**config.mk**
```make
export PLATFORM = sky130hd
export DESIGN_NAME = gpio_irq_detect
export DESIGN_NICKNAME = d
export VERILOG_FILES = /design/src/rtl/gpio_irq_pkg.sv /design/src/rtl/gpio_irq_ctrl.sv /design/src/rtl/gpio_irq_datapath.sv /design/src/rtl/gpio_irq_detect.sv
export SDC_FILE = /design/constraint.sdc
export NUM_CORES = 1
export LEC_CHECK = 0
export BUFFER_PORTS_ARGS = -buffer_cell sky130_fd_sc_hd__buf_2
export CAP_MARGIN = 20
export CORE_MARGIN = 2
export CORE_UTILIZATION = 40
export DETAILED_ROUTE_END_ITERATION = 7
export GPL_TIMING_DRIVEN = 0
export SLEW_MARGIN = 0
export SYNTH_ARGS = -nofsm -noshare
export SYNTH_HDL_FRONTEND = slang
export SYNTH_HIERARCHICAL = 1
export SYNTH_SLANG_ARGS = --single-unit
```
**constraint.sdc**
```tcl
create_clock -name clk -period 4.02 [get_ports clk]
set_clock_uncertainty 0.15 [all_clocks]
set_input_delay 0.603 -clock clk [delete_from_list [all_inputs] [get_ports clk]]
set_output_delay 0.603 -clock clk [all_outputs]
set_load 0.01 [all_outputs]
```
**src/rtl/gpio_irq_pkg.sv**
```systemverilog
package gpio_irq_pkg;

  // Width of one per-pin trigger style field
  localparam int STYLE_W = 3;
  // Upper bound on style banks the strobe struct can carry
  localparam int MAX_BANKS = 4;

  localparam logic [STYLE_W-1:0] STY_HIGH = 3'd0;
  localparam logic [STYLE_W-1:0] STY_LOW  = 3'd1;
  localparam logic [STYLE_W-1:0] STY_RISE = 3'd2;
  localparam logic [STYLE_W-1:0] STY_FALL = 3'd3;
  localparam logic [STYLE_W-1:0] STY_ANY  = 3'd4;

  // Strobes from register decode to the datapath
  typedef struct packed {
    logic [MAX_BANKS-1:0] bankWr;
    logic                 statusClr;
  } regStrobe_t;

  // Condition for one pin given its style, current and previous sample
  function automatic logic styleHit(logic [STYLE_W-1:0] sty, logic cur, logic prev);
    case (sty)
      STY_HIGH: styleHit = cur;
      STY_LOW:  styleHit = !cur;
      STY_RISE: styleHit = cur && !prev;
      STY_FALL: styleHit = !cur && prev;
      STY_ANY:  styleHit = cur ^ prev;
      default:  styleHit = 1'b0;
    endcase
  endfunction

endpackage

```
**src/rtl/gpio_irq_ctrl.sv**
```systemverilog
module gpio_irq_ctrl
  import gpio_irq_pkg::*;
#(
  parameter int NUM_BANKS = 2,
  parameter int ADDR_W    = 2
) (
  input  logic              clk,
  input  logic              rstN,
  input  logic              regWrEn,
  input  logic [ADDR_W-1:0] regAddr,
  output regStrobe_t        strobe
);

  localparam logic [ADDR_W-1:0] STATUS_ADDR = ADDR_W'(NUM_BANKS);

  always_comb begin
    strobe = '0;
    for (int b = 0; b < NUM_BANKS; b++) begin
      strobe.bankWr[b] = regWrEn && (regAddr == ADDR_W'(b));
    end
    strobe.statusClr = regWrEn && (regAddr == STATUS_ADDR);
  end

  // R9 a single write touches at most one register
  strobe_onehot_chk: assert property (@(posedge clk) disable iff (!rstN)
    $onehot0({strobe.bankWr, strobe.statusClr}));

  // R9 no strobe fires without a write request
  strobe_idle_chk: assert property (@(posedge clk) disable iff (!rstN)
    !regWrEn |-> (strobe == '0));

endmodule

```
**src/rtl/gpio_irq_datapath.sv**
```systemverilog
module gpio_irq_datapath
  import gpio_irq_pkg::*;
#(
  parameter int NUM_PINS      = 16,
  parameter int PINS_PER_BANK = 8,
  parameter int ADDR_W        = 2,
  parameter int DATA_W        = 32
) (
  input  logic                clk,
  input  logic                rstN,
  input  logic [NUM_PINS-1:0] pinIn,
  input  regStrobe_t          strobe,
  input  logic [DATA_W-1:0]   wrData,
  input  logic [ADDR_W-1:0]   rdAddr,
  output logic [DATA_W-1:0]   rdData,
  output logic [NUM_PINS-1:0] statusQ
);

  localparam int NUM_BANKS  = NUM_PINS / PINS_PER_BANK;
  localparam int FIELD_BITS = PINS_PER_BANK * STYLE_W;
  localparam logic [ADDR_W-1:0] STATUS_ADDR = ADDR_W'(NUM_BANKS);

  logic [NUM_PINS-1:0]   syncA, syncB, prevB;
  logic [NUM_PINS-1:0]   setMask, clrMask;
  logic [FIELD_BITS-1:0] bankQ [NUM_BANKS];

  logic unusedBits;
  assign unusedBits = ^{wrData[DATA_W-1:FIELD_BITS], strobe.bankWr[MAX_BANKS-1:NUM_BANKS]};

  // Two-flop synchronizer plus one history stage for edge detection
  always_ff @(posedge clk or negedge rstN) begin
    if (!rstN) begin
      syncA <= '0;
      syncB <= '0;
      prevB <= '0;
    end else begin
      syncA <= pinIn;
      syncB <= syncA;
      prevB <= syncB;
    end
  end

  // Style bank registers
  for (genvar b = 0; b < NUM_BANKS; b++) begin : g_bank
    always_ff @(posedge clk or negedge rstN) begin
      if (!rstN) begin
        bankQ[b] <= '0;
      end else if (strobe.bankWr[b]) begin
        bankQ[b] <= wrData[FIELD_BITS-1:0];
      end
    end
  end

  // Per-pin trigger detection
  for (genvar p = 0; p < NUM_PINS; p++) begin : g_pin
    logic [STYLE_W-1:0] pinStyle;
    assign pinStyle   = bankQ[p / PINS_PER_BANK][(p % PINS_PER_BANK) * STYLE_W +: STYLE_W];
    assign setMask[p] = styleHit(pinStyle, syncB[p], prevB[p]);

    // R7 a disabled code leaves a clear pending bit clear
    disabled_quiet_chk: assert property (@(posedge clk) disable iff (!rstN)
      (pinStyle > STY_ANY && !statusQ[p]) |=> !statusQ[p]);

    // R10 level high held means pending next cycle, clear or not
    level_reassert_chk: assert property (@(posedge clk) disable iff (!rstN)
      (pinStyle == STY_HIGH && syncB[p]) |=> statusQ[p]);

    // R11 a detected event is never lost to a same-cycle clear
    set_wins_chk: assert property (@(posedge clk) disable iff (!rstN)
      setMask[p] |=> statusQ[p]);

    // R9 a one written with no event clears the bit
    w1c_clear_chk: assert property (@(posedge clk) disable iff (!rstN)
      (clrMask[p] && !setMask[p]) |=> !statusQ[p]);

    // R9 a pending bit not written as one stays pending
    w1c_hold_chk: assert property (@(posedge clk) disable iff (!rstN)
      (statusQ[p] && !clrMask[p]) |=> statusQ[p]);
  end

  assign clrMask = strobe.statusClr ? wrData[NUM_PINS-1:0] : '0;

  // Pending register: write-one-to-clear, set has priority
  always_ff @(posedge clk or negedge rstN) begin
    if (!rstN) begin
      statusQ <= '0;
    end else begin
      statusQ <= (statusQ & ~clrMask) | setMask;
    end
  end

  // Read mux
  always_comb begin
    rdData = '0;
    for (int b = 0; b < NUM_BANKS; b++) begin
      if (rdAddr == ADDR_W'(b)) rdData[FIELD_BITS-1:0] = bankQ[b];
    end
    if (rdAddr == STATUS_ADDR) rdData[NUM_PINS-1:0] = statusQ;
  end

endmodule

```
**src/rtl/gpio_irq_detect.sv**
```systemverilog
module gpio_irq_detect
  import gpio_irq_pkg::*;
#(
  parameter int NUM_PINS      = 16,
  parameter int PINS_PER_BANK = 8,
  parameter int ADDR_W        = 2,
  parameter int DATA_W        = 32
) (
  input  logic                clk,
  input  logic                rstN,
  input  logic [NUM_PINS-1:0] pinIn,
  input  logic                regWrEn,
  input  logic [ADDR_W-1:0]   regAddr,
  input  logic [DATA_W-1:0]   regWrData,
  output logic [DATA_W-1:0]   regRdData,
  output logic [NUM_PINS-1:0] irqOut
);

  localparam int NUM_BANKS = NUM_PINS / PINS_PER_BANK;

  regStrobe_t          strobe;
  logic [NUM_PINS-1:0] statusQ;

  gpio_irq_ctrl #(
    .NUM_BANKS (NUM_BANKS),
    .ADDR_W    (ADDR_W)
  ) u_ctrl (
    .clk     (clk),
    .rstN    (rstN),
    .regWrEn (regWrEn),
    .regAddr (regAddr),
    .strobe  (strobe)
  );

  gpio_irq_datapath #(
    .NUM_PINS      (NUM_PINS),
    .PINS_PER_BANK (PINS_PER_BANK),
    .ADDR_W        (ADDR_W),
    .DATA_W        (DATA_W)
  ) u_dp (
    .clk     (clk),
    .rstN    (rstN),
    .pinIn   (pinIn),
    .strobe  (strobe),
    .wrData  (regWrData),
    .rdAddr  (regAddr),
    .rdData  (regRdData),
    .statusQ (statusQ)
  );

  assign irqOut = statusQ;

endmodule

```
==> metrics.yaml <==
synthesis:
  syn_area_per_cell_sq_um: 12.7
  synth_area_sq_um: 5470
  syn_inst: 429
  yosys_warnings: 6
die:
  die-height_microns: 121
  start_util_pct: 41.1
  die_x_microns: 121
  coreArea_sq_um: 13300
  die-area_sq_um: 14600
  io_pins: 101
  rows: 42
critical_path:
  start_kind: "primary input"
  reg2reg_depth: 5
  cpPeakStageDelay_ns: 0.16
  cp_max_fo: 10
  path_cells: "buf_2 > buf_6 > nor2b_4 > buf_6 > buf_12 > nand2_2 > o21ai_2 > buf_2"
  crit_type: "in -> out"
  cp_slowest_cell: "buf_6"
  cp.required_ns: 3.27
  end_kind: "primary output"
  r2r_slack_ns: 2.49
  arrival_ns: 1.64
grt:
  grt_antenna_before_repair: 0
  track_usage_pct: 17.0
  grt_pass1_wl_microns: 19000
  overflow: 0
  grt.busiest_layer: "met2"
  met1_usage_pct: 21.3
  use_met2_pct: 29.1
  grt_max_degree: 99
  met3_usage_pct: 4.46
  grt_pass1_vias: 3631
final_layout:
  diodes: 0
  syn_to_final_growth_pct: 18.8
  fin_area_sq_um: 6490
  drive_gt1_share_pct: 39.2
  fillers: 1216
  fin_util_pct: 48.8
  nNetsFinal: 618
  stdcell_count: 714
routing:
  wl_microns: 11700
  drc: 0
  drt_iter0_drc: 182
  vias: 3549
  wl_per_cell_microns: 16.4
  vias_per_cell: 4.97
  drtPass1Iterations: 4
  ant_nets: 0
placed_design:
  post-place-cells: 697
  place.gp.congestion: 0.777
  place_area_sq_um: 6170
  dp_hpwl_microns: 8530
  io_buffers: 84
power_and_ir_drop:
  leakage_nw: 2.99
  powerDensity_nw_per_um2: 458
  ir_drop_mv: 0.320
clock_tree:
  tritoncts: "yes"
  cts_setup_buffers: 0
  cts_hold_buf: 1
  clk_latency_ns: 0.36
  cts_resized: 0
  clk_pin_slew_worst_paths_ns: 0.07
  clock-root-buffer: "clkbuf_16"
  clock_sinks: 112
  cts_made_buffers: 9
  clockBufferDepth: 2
  htree_levels: 3
sta:
  finalSetupViolCount: 0
  fin_crit_sh_pct: 59.6
  min_period_ns: 2.39
  hold_violations: 0
  fin_setup_tns_ns: 0
  rsz0062_at_grt: "false"
  fmax_ghz: 0.418
  final-max-slew-violation-count: 0
  timing.hold.ws_ns: 0.195
status:
  status: "completed"
hold_path:
  hold_class: "in -> reg"
  whs_path_depth: 1
flow_run:
  max-cap-violations: 0
## final cells by class
cell class / count / area [sq um] / share of cell area (%)
Tap cell: 176 / 220 / 3.39
Clock inverter: 4 / 51.3 / 0.790
Buffer: 24 / 220 / 3.39
Multi-Input combinational cell: 268 / 2350 / 36.2
Sequential cell: 112 / 2800 / 43.2
Clock buffer: 12 / 267 / 4.10
Timing Repair Buffer: 86 / 464 / 7.15
Inverter: 32 / 120 / 1.85
## cells in the final DEF, fill, tap and decap left out, drive strengths merged
cell / instances
nand3b: 16
dfrtp: 112
ha: 32
dlygate4sd3: 1
xnor2: 16
nor2: 8
conb: 8
mux2i: 24
a21oi: 16
o311ai: 16
buf: 107
clkinvlp: 1
nand2: 32
nor3b: 1
nor2b: 1
and3b: 2
inv: 32
bufinv: 1
nor4b: 16
clkinv: 2
clkbuf: 14
o21ai: 16
mux2: 64
## worst max-delay path, delay by kind of cell
kind | cells | cell delay [ns]
and+or+nand+nor | 2 | 0.21
buffers and inverters | 5 | 0.75
AOI/OAI and AO/OA | 1 | 0.08
## report_power, final
group | switching, mW | internal, mW | total (mW) | leakage [nW]
registers | 0.188 | 1.28 | 1.47 | 1.28
logic | 0.254 | 0.313 | 0.567 | 1.55
clock network | 0.402 | 0.534 | 0.936 | 0.155
## final timing paths
| kind | startpoint | to |
|---|---|---|
| min in group asynchronous | rstN | u_dp/syncA[9] |
| max in group asynchronous | rstN | u_dp/syncB[13] |
| hold reg to reg | u_dp/syncA[13] | u_dp/syncB[13] |
| setup / recovery | regAddr[0] | regRdData[7] |
| setup reg to reg | u_dp/syncB[13] | u_dp/statusQ[13] |
| hold / removal | pinIn[1] | u_dp/syncA[1] |
## metal layers
layer / wire [microns] / part of all wire (%)
met5: 0 / 0
met4: 134 / 1.1
met3: 604 / 5.2
met2: 5800 / 50
met1: 5150 / 44
## sequential cells by signal, indices dropped and copies added, names as in the netlist
signal	cells
u_dp/bankQ	48
u_dp/prevB	16
u_dp/statusQ	16
u_dp/syncA	16
u_dp/syncB	16
## stage by stage
stage	setup WS, ns	total power [mW]
3_3_place_gp	0.774	2.03
4_1_cts	1.61	3.02
2_1_floorplan	2.01	1.81
6_report	1.63	2.97
5_1_grt	1.57	3.13
3_5_place_dp	1.61	2.07
Note: power is estimated with default switching activity, not from simulation.
